==> config.mk <==
export PLATFORM = sky130hd
export DESIGN_NAME = gpr_file
export DESIGN_NICKNAME = d
export VERILOG_FILES = /design/src/rtl/gpr_pkg.sv /design/src/rtl/gpr_ptr_unit.sv /design/src/rtl/gpr_data_decode.sv /design/src/rtl/gpr_file.sv
export SDC_FILE = /design/constraint.sdc
export NUM_CORES = 1
export LEC_CHECK = 0
export ABC_AREA = 0
export BUFFER_PORTS_ARGS = -buffer_cell sky130_fd_sc_hd__buf_2
export CAP_MARGIN = 10
export CORE_MARGIN = 1.5
export CORE_UTILIZATION = 30
export CTS_CLUSTER_DIAMETER = 60
export DETAILED_ROUTE_END_ITERATION = 6
export PLACE_DENSITY = 0.48
export SYNTH_ARGS = -nofsm -noshare
export SYNTH_HDL_FRONTEND = slang
export SYNTH_SLANG_ARGS = --single-unit
export TNS_END_PERCENT = 10
==> constraint.sdc <==
create_clock -name clk -period 8 [get_ports clk]
set_input_delay 1.2 -clock clk [delete_from_list [all_inputs] [get_ports clk]]
set_output_delay 1.2 -clock clk [all_outputs]
set_load 0.03 [all_outputs]
==> src/rtl/gpr_pkg.sv <==
package gpr_pkg;
    localparam int GPR_COUNT = 32;
    localparam int GPR_W     = 8;
    localparam int DADDR_W   = 16;
    localparam int PTR_PAIRS = 3;

    typedef enum logic [1:0] {
        PSEL_X    = 2'd0,
        PSEL_Y    = 2'd1,
        PSEL_Z    = 2'd2,
        PSEL_NONE = 2'd3
    } ptr_sel_e;

    typedef enum logic [1:0] {
        POP_HOLD    = 2'd0,
        POP_POSTINC = 2'd1,
        POP_PREDEC  = 2'd2,
        POP_RSVD    = 2'd3
    } ptr_op_e;
endpackage

==> src/rtl/gpr_ptr_unit.sv <==
module gpr_ptr_unit
    import gpr_pkg::*;
#(
    parameter int AW    = 5,
    parameter int PW    = 16,
    parameter int PBASE = 26
) (
    input  logic [PW-1:0] cur_x,
    input  logic [PW-1:0] cur_y,
    input  logic [PW-1:0] cur_z,
    input  ptr_sel_e      sel,
    input  ptr_op_e       op,
    output logic          upd_en,
    output logic [AW-1:0] lo_idx,
    output logic [PW-1:0] nxt_val,
    output logic [PW-1:0] eff_addr
);
    logic [PW-1:0] cur;

    always_comb begin
        unique case (sel)
            PSEL_X:  cur = cur_x;
            PSEL_Y:  cur = cur_y;
            PSEL_Z:  cur = cur_z;
            default: cur = '0;
        endcase
        upd_en   = (sel != PSEL_NONE) && (op == POP_POSTINC || op == POP_PREDEC);
        lo_idx   = AW'(PBASE + 2 * int'(sel));
        nxt_val  = (op == POP_PREDEC) ? cur - PW'(1) : cur + PW'(1);
        eff_addr = (op == POP_PREDEC) ? cur - PW'(1) : cur;
    end
endmodule

==> src/rtl/gpr_data_decode.sv <==
module gpr_data_decode #(
    parameter int DAW = 16,
    parameter int AW  = 5,
    parameter int NUM = 32
) (
    input  logic [DAW-1:0] dp_addr,
    output logic           hit,
    output logic [AW-1:0]  idx
);
    always_comb begin
        hit = dp_addr < DAW'(NUM);
        idx = dp_addr[AW-1:0];
    end
endmodule

==> src/rtl/gpr_file.sv <==
module gpr_file
    import gpr_pkg::*;
#(
    parameter int NUM_REGS = GPR_COUNT,
    parameter int DW       = GPR_W,
    parameter int DAW      = DADDR_W
) (
    input  logic                     clk,
    input  logic                     rst_n,
    input  logic [$clog2(NUM_REGS)-1:0] rs1_addr,
    output logic [DW-1:0]            rs1_data,
    input  logic [$clog2(NUM_REGS)-1:0] rs2_addr,
    output logic [DW-1:0]            rs2_data,
    input  logic                     wr_en,
    input  logic [$clog2(NUM_REGS)-1:0] wr_addr,
    input  logic [DW-1:0]            wr_data,
    input  logic                     ww_en,
    input  logic [$clog2(NUM_REGS)-2:0] ww_pair,
    input  logic [2*DW-1:0]          ww_data,
    input  logic [1:0]               ptr_sel,
    input  logic [1:0]               ptr_op,
    output logic [2*DW-1:0]          ptr_addr,
    output logic [2*DW-1:0]          ptr_x,
    output logic [2*DW-1:0]          ptr_y,
    output logic [2*DW-1:0]          ptr_z,
    output logic [2*DW-1:0]          prog_addr,
    input  logic [DAW-1:0]           dp_addr,
    input  logic                     dp_we,
    input  logic [DW-1:0]            dp_wdata,
    output logic [DW-1:0]            dp_rdata,
    output logic                     dp_hit
);
    localparam int AW    = $clog2(NUM_REGS);
    localparam int PW    = 2 * DW;
    localparam int PBASE = NUM_REGS - 2 * PTR_PAIRS;

    logic [DW-1:0] file_q [NUM_REGS];

    logic          p_upd;
    logic [AW-1:0] p_lo;
    logic [PW-1:0] p_nxt;
    logic [AW-1:0] dp_idx;

    assign ptr_x     = {file_q[PBASE+1], file_q[PBASE]};
    assign ptr_y     = {file_q[PBASE+3], file_q[PBASE+2]};
    assign ptr_z     = {file_q[PBASE+5], file_q[PBASE+4]};
    assign prog_addr = ptr_z;

    gpr_ptr_unit #(.AW(AW), .PW(PW), .PBASE(PBASE)) u_ptr (
        .cur_x    (ptr_x),
        .cur_y    (ptr_y),
        .cur_z    (ptr_z),
        .sel      (ptr_sel_e'(ptr_sel)),
        .op       (ptr_op_e'(ptr_op)),
        .upd_en   (p_upd),
        .lo_idx   (p_lo),
        .nxt_val  (p_nxt),
        .eff_addr (ptr_addr)
    );

    gpr_data_decode #(.DAW(DAW), .AW(AW), .NUM(NUM_REGS)) u_dec (
        .dp_addr (dp_addr),
        .hit     (dp_hit),
        .idx     (dp_idx)
    );

    // Combinational read ports (old value during a same-cycle write)
    assign rs1_data = file_q[rs1_addr];
    assign rs2_data = file_q[rs2_addr];
    assign dp_rdata = dp_hit ? file_q[dp_idx] : '0;

    for (genvar i = 0; i < NUM_REGS; i++) begin : g_reg
        localparam logic [AW-1:0] IDX = AW'(i);
        logic [DW-1:0] q;
        logic [DW-1:0] d;

        // Byte source priority: ALU, word, data store, pointer
        always_comb begin
            d = q;
            if (wr_en && wr_addr == IDX)
                d = wr_data;
            else if (ww_en && ww_pair == IDX[AW-1:1])
                d = IDX[0] ? ww_data[PW-1:DW] : ww_data[DW-1:0];
            else if (dp_we && dp_hit && dp_idx == IDX)
                d = dp_wdata;
            else if (p_upd && p_lo == IDX)
                d = p_nxt[DW-1:0];
            else if (p_upd && (p_lo + AW'(1)) == IDX)
                d = p_nxt[PW-1:DW];
        end

        always_ff @(posedge clk or negedge rst_n) begin
            if (!rst_n) q <= '0;
            else        q <= d;
        end

        assign file_q[i] = q;

        p_reset_zero_r1: assert property (@(posedge clk) $rose(rst_n) |-> q == '0)
            else $error("register %0d not zero after reset", i);
    end

    logic quiet;
    assign quiet = !wr_en && !ww_en && !(dp_we && dp_hit);

    p_alu_write_r3: assert property (@(posedge clk) disable iff (!rst_n)
        wr_en |=> file_q[$past(wr_addr)] == $past(wr_data))
        else $error("ALU write lost");

    p_alu_over_ptr_r7: assert property (@(posedge clk) disable iff (!rst_n)
        (wr_en && p_upd && wr_addr == p_lo) |=> file_q[$past(wr_addr)] == $past(wr_data))
        else $error("pointer update beat ALU write");

    p_postinc_addr_r5: assert property (@(posedge clk) disable iff (!rst_n)
        (ptr_op == 2'd1 && ptr_sel == 2'd0) |-> ptr_addr == ptr_x)
        else $error("post-increment address wrong");

    p_postinc_step_r5: assert property (@(posedge clk) disable iff (!rst_n)
        (quiet && ptr_op == 2'd1 && ptr_sel == 2'd0) |=> ptr_x == $past(ptr_x) + PW'(1))
        else $error("post-increment step wrong");

    p_predec_step_r6: assert property (@(posedge clk) disable iff (!rst_n)
        (quiet && ptr_op == 2'd2 && ptr_sel == 2'd1) |=> ptr_y == $past(ptr_y) - PW'(1))
        else $error("pre-decrement step wrong");

    p_word_low_r8: assert property (@(posedge clk) disable iff (!rst_n)
        (ww_en && !wr_en) |=> file_q[{$past(ww_pair), 1'b0}] == $past(ww_data[DW-1:0]))
        else $error("word write low byte lost");

    p_miss_store_r10: assert property (@(posedge clk) disable iff (!rst_n)
        (dp_we && !dp_hit && !wr_en && !ww_en && !p_upd)
            |=> file_q[$past(dp_idx)] == $past(file_q[dp_idx]))
        else $error("out-of-range store changed file");

    p_idle_hold_r12: assert property (@(posedge clk) disable iff (!rst_n)
        (quiet && (ptr_op == 2'd0 || ptr_op == 2'd3 || ptr_sel == 2'd3))
            |=> ($stable(ptr_x) && $stable(ptr_y) && $stable(ptr_z)))
        else $error("idle pointer changed");
endmodule

# [Yosys cells after proc, flatten, opt, wreduce, memory -nomap -nowiden]
# Cells that the tools add are included.
# Widths: inputs -> output; s select.
[op_classes] eq_ne=144 mux=173 bitwise=3 add_sub_neg=4 n_lt_le_gt_ge=4 reduce_logical=185
[ops] op="$mux 8" n=167
[ops] op="$eq 5x5->1 const B" n=64
[ops] op="$eq 5x4->1 const B" n=32
[ops] op="$reduce_bool 5->1" n=32
[ops] op="$logic_and 1x1->1" n=146
[ops] op="$bmux 8 s5" n=3
[ops] op="$eq 5x3->1 const B" n=16
[ops] op="$pmux 16 s3" n=1
[ops] op="$eq 5x2->1 const B" n=8
[ops] op="$eq 4x4->1 const B" n=8
[ops] op="$mux 16" n=2
[ops] op="$eq 5x1->1 const B" n=4
[ops] op="$logic_not 5->1" n=4
[ops] op="$ge 6x6->1 const B" n=3
[ops] op="$not 5->6" n=3
[ops] op="$add 16x1->16 const B" n=1
[ops] op="$eq 4x3->1 const B" n=4
[ops] op="$lt 16x6->1 const B" n=1
[ops] op="$sub 16x1->16 const B" n=1
[ops] op="$eq 4x2->1 const B" n=2
[ops] op="$add 5x1->5 const B" n=1
[ops] op="$add 5x3->5 const A" n=1
[ops] op="$eq 2x1->1 const B" n=2
[ops] op="$eq 2x2->1 const B" n=2
[ops] op="5 further kinds" n=5
[totals] input_bits=76 wordCells=545 ff_bits=256

# [Depth between registers and ports, before layout]
[depth] ltp_word=9 ltp_mapped=14 depth_no_buf=12

# [Hierarchy]
# A second synthesis with hierarchy kept.
[hier_totals] hier_cells=3373 hier_area_um2=28290.9
[by_module_without_submodules] module="gpr_file" cells_per_inst=3150 instances=1 area_per_inst_um2=26845.7
[by_module_without_submodules] module="gpr_ptr_unit" cells_per_inst=214 instances=1 area_per_inst_um2=1383.8
[by_module_without_submodules] module="gpr_data_decode" cells_per_inst=9 instances=1 area_per_inst_um2=61.3

# [Worst setup path before layout]
# OpenSTA, ideal clock, no wires.
[synth_path] path_type="in2out" startpoint="input port rs2_addr[0]" endpoint="output port rs2_data[0]" t_required_ns=6.800 t_arrival_ns=3.443 slack_ns=3.357 path_stages=5 path_cell_list="clkbuf_1 > buf_1 > mux4_2 > mux4_2 > mux2_2"
[synth_between] elab_chain_len=4
[synth_rtl] item="start, declared" line="gpr_file.sv:12" rtl="input logic [$clog2(NUM_REGS)-1:0] rs2_addr,"
[synth_rtl] item="$not 5->6 (not written as such)" line="gpr_file.sv:69" rtl="assign rs2_data = file_q[rs2_addr];"
[synth_rtl] item="$bmux 8 s5" line="gpr_file.sv:69"
[synth_rtl] item="$mux 8 (not written as such) (2 in a row)" line="gpr_file.sv:69"
[synth_rtl] item="end, declared" line="gpr_file.sv:13" rtl="output logic [DW-1:0] rs2_data,"
# No other way between the ends. The select of a mux whose other input is x is not followed.

# [Worst setup path after layout]
[layout_path] startpoint="input port dp_addr[0]" endpoint="output port dp_rdata[5]"
[layout_between] elab_chain_len=5 elab_cells_between_ends=6 classes_between="order compare (1); mux (4); bitwise (1)"
[layout_rtl] item="start, declared" line="gpr_file.sv:27" rtl="input logic [DAW-1:0] dp_addr,"
[layout_rtl] item="$not 5->6 (not written as such)" line="gpr_file.sv:70" rtl="assign dp_rdata = dp_hit ? file_q[dp_idx] : '0;"
[layout_rtl] item="$bmux 8 s5" line="gpr_file.sv:70"
[layout_rtl] item="$mux 8 (not written as such) (2 in a row)" line="gpr_file.sv:70"
[layout_rtl] item="$mux 8 *" line="gpr_file.sv:70"
[layout_rtl] item="end, declared" line="gpr_file.sv:30" rtl="output logic [DW-1:0] dp_rdata,"
# Every way passes the cells marked *; elsewhere a longest branch is shown, timed or not. The select of a mux whose other input is x is not followed.

==> flow_metrics.py <==
metrics = {
    "timing": {
        "clock_skew_ns": 0.0404,
        "worst_pin_slew_ns": 1.25,
        "max-slew-margin-rel_pct": 15.7,
        "max_freq_mhz": 191,
        "drv_slew": 0,
        "report.final.setup_viol": 0,
        "worst_slack_ns": 2.76,
        "hold_violations": 0,
        "period_share_pct": 65.5,
        "rsz0062_at_grt": "no",
        "fin_setup_tns_ns": 0,
        "finalCriticalPeriod_ns": 5.24,
    },
    "global_route": {
        "grt_first_pass_wirelength_um": 154000,
        "antenna_found_initial": 6,
        "grt_overflow_total": 0,
        "grt_pass1_vias": 20000,
        "grt_max_degree": 140,
        "grt_use_total_pct": 28.6,
    },
    "clocking": {
        "clock-sinks": 256,
        "cts_tree": "yes",
        "clockRootBuffer": "clkbuf_16",
        "cts.htree.levels": 2,
        "cts_resized": 0,
        "cts_buffers": 40,
        "cts_max_path_buffers": 3,
        "clk_pin_slew_ns": 0.06,
        "cts_setup_buffers": 0,
        "clock_latency_ns": 0.59,
        "hold_buffers": 0,
    },
    "cells_and_area": {
        "fill_cells": 7320,
        "reg.largest.list": "g.q: 256 flops",
        "area_growth_pct": 12.6,
        "antenna_cells": 0,
        "top_register": "g.q",
        "largest_reg_flops": 256,
        "final_area_mm2": 0.0249,
        "fin_nets": 2243,
        "layout-drive-gt1-share_pct": 31.4,
    },
    "floorplan": {
        "boundaryPins": 181,
        "rows": 99,
        "die_h_um": 275,
        "die_w_um": 275,
        "initial_utilization_pct": 30.3,
        "core_mm2": 0.0730,
        "die-area_mm2": 0.0754,
    },
    "power": {
        "p_seq_share_pct": 35.3,
        "leakage_nw": 9.67,
        "clockPowerShare_pct": 27.0,
        "sw_frac_of_total_pct": 42.0,
        "intPower_w": 0.00375,
        "p_switching_w": 0.00272,
        "ir_drop_mv": 0.155,
        "power.density_mw_per_mm2": 260,
        "p_comb_share_pct": 37.7,
    },
    "routing": {
        "viasPerCell": 6.56,
        "num_vias": 20700,
        "drc": 0,
        "first_pass_iters": 7,
        "drt_iter0_drc": 2668,
        "avgRoutedWirePerCell_um": 34.4,
        "final_antenna_net_count": 0,
        "wirelength_um": 109000,
    },
    "synth": {
        "ys_top_cells_by_area": "dfrtp_1, mux4_2, a22oi_1",
        "synth_top_area_share_pct": 29.0,
        "synth_area_mm2": 0.0221,
        "synth_flop_cell": "dfrtp_1",
        "yosysTopAreaCell": "dfrtp_1",
        "synthArstFlopShare_pct": 100,
        "synth_cells": 2135,
        "syn_nets": 2214,
        "ys_warn_count": 0,
        "synth-edff-count": 0,
        "synth_cell_types": 81,
        "ys_ff_latch": 256,
        "synth-seq-area-share_pct": 29.0,
        "postSynthAreaPerCell_um2": 10.4,
    },
    "min_path": {
        "min_from": "g_reg[13].q[4]$_DFFE_PN0P_",
        "worst_hold_path.endpoint": "g_reg[13].q[4]$_DFFE_PN0P_",
        "hold_depth": 2,
        "hp-class": "register to register",
    },
    "worst_setup_path": {
        "r2r_setup_slack_ns": 4.48,
        "reg2reg_from": "g_reg[30].q[1]$_DFFE_PN0P_",
        "cp.required_ns": 6.80,
        "r2r_cells": 10,
        "worstPathArrival_ns": 4.04,
        "rr_endpoint": "g_reg[29].q[4]$_DFFE_PN0P_",
        "critPathKind": "primary input to primary output",
        "cp-start-kind": "primary input",
        "cp-end-kind": "primary output",
        "crit_fanout": 52,
    },
    "placement": {
        "place_hpwl_um": 73100,
        "numPortBuffers": 180,
        "place_ws_ns": 2.72,
        "place_congestion": 0.932,
        "post_dp_cell_area_mm2": 0.0236,
    },
    "run_status": {
        "status": "complete, no violations",
    },
    "run": {
        "drv_cap": 0,
    },
}
[metal layers]
layer / up-vias / track usage (%) / routed length (um)
met5: - / 0 / 36
met4: 6 / 14.8 / 6530
met3: 302 / 5.66 / 10800
met1: 10500 / 37.5 / 42000
met2: 1480 / 44.8 / 49200
li1: 8399 / - / -
[synthesized netlist by cell type (33+ instances only)]
library cell and count:
mux2i_1 144, o21ai_0 222, mux2_2 105, nor2_1 135, buf_1 37, a21oi_1 72
nand3_1 33, mux4_2 240, dfrtp_1 256, nor3_1 42, nand2_1 211, a22oi_1 213
clkbuf_1 158
[worst max-delay path, stage by stage]
cell     delay [ns]
buf_4          0.73
buf_4          0.47
mux4_2         0.56
mux4_2         0.48
mux2i_1        0.29
nor2_1         0.07
buf_2          0.19
[power groups by stage]
stage / registers, W / logic, W / clock network (W)
4_1_cts: 0.00226 / 0.00241 / 0.00176
3_5_place_dp: 0.00228 / 0.00240 / 0
3_3_place_gp: 0.00226 / 0.00236 / 0
5_1_grt: 0.00230 / 0.00257 / 0.00181
6_report: 0.00228 / 0.00244 / 0.00175
2_1_floorplan: 0.00207 / 0.00164 / 0
[through the flow]
step,cells,hold slack (ns),total power (W),util [%]
final,3154,0.560,0.00647,34.1
after CTS,3152,0.556,0.00642,34.1
after floorplan,2135,0.501,0.00371,-
after detailed placement,3079,0.540,0.00468,32.3
after global routing,3154,0.587,0.00669,34.1
after global placement,3078,0.535,0.00461,32.3
[cell usage in the layout (no fill, tap or decap), types with 5 or more instances in the layout]
master | synthesis | routed
inv_1 | 8 | 8
nor2_1 | 135 | 130
nor2_2 | 6 | 11
nor2b_1 | 11 | 11
buf_4 | 20 | 46
o21ai_1 | 20 | 20
clkinv_2 | 0 | 6
nand2b_1 | 10 | 10
a222oi_1 | 8 | 8
o221ai_1 | 10 | 10
a221oi_1 | 14 | 14
clkinvlp_4 | 0 | 7
xor2_1 | 11 | 11
nor3_1 | 42 | 37
or2_2 | 7 | 7
clkbuf_1 | 158 | 7
mux4_2 | 240 | 240
clkbuf_16 | 0 | 42
clkbuf_8 | 0 | 7
mux2i_1 | 144 | 144
nor3_2 | 4 | 8
buf_2 | 12 | 173
xnor2_1 | 16 | 16
o2bb2ai_2 | 5 | 5
a22oi_1 | 213 | 213
nand3_1 | 33 | 33
mux2_2 | 105 | 105
a21oi_1 | 72 | 72
nor4_1 | 6 | 5
nand2_1 | 211 | 211
and3_1 | 5 | 5
o21ai_0 | 222 | 222
dfrtp_1 | 256 | 256
nand4_1 | 5 | 5
[how the worst max path moves through the flow]
| stage | cells past startpoint | slack [ns] | startpoint | end |
|---|---|---|---|---|
| global placement | 7 | 2.75 | dp_addr[0] | dp_rdata[7] |
| global route | 7 | 2.48 | dp_addr[0] | dp_rdata[5] |
| detailed placement | 7 | 2.72 | dp_addr[0] | dp_rdata[5] |
| finish | 7 | 2.76 | dp_addr[0] | dp_rdata[5] |
| CTS | 7 | 2.72 | dp_addr[0] | dp_rdata[5] |
| floorplan | 5 | 3.36 | rs2_addr[0] | rs2_data[0] |
[area by class of cell]
type	count	area (um^2)	area share, %
clock inverter	17	125	0.502
sequential	256	6410	25.7
clock buffer	56	1170	4.71
multi-input combinational	1634	14700	59.0
inverter	10	37.5	0.151
tap	959	1200	4.82
timing repair buffer	222	1260	5.05
[cells by family (layout without fill, tap and decap cells)]
group,count (synthesis),in the layout,synth area share (%)
AOI/OAI and AO/OA,609,609,18.0
xor gates and xnor gates,30,30,1.29
adders and majority gates,3,3,0.170
buffers and inverters,245,305,4.83
DFF,256,256,29.0
muxes,489,489,36.3
and+or+nand+nor,503,503,10.5
No activity file was read; power rests on OpenSTA's default activity.
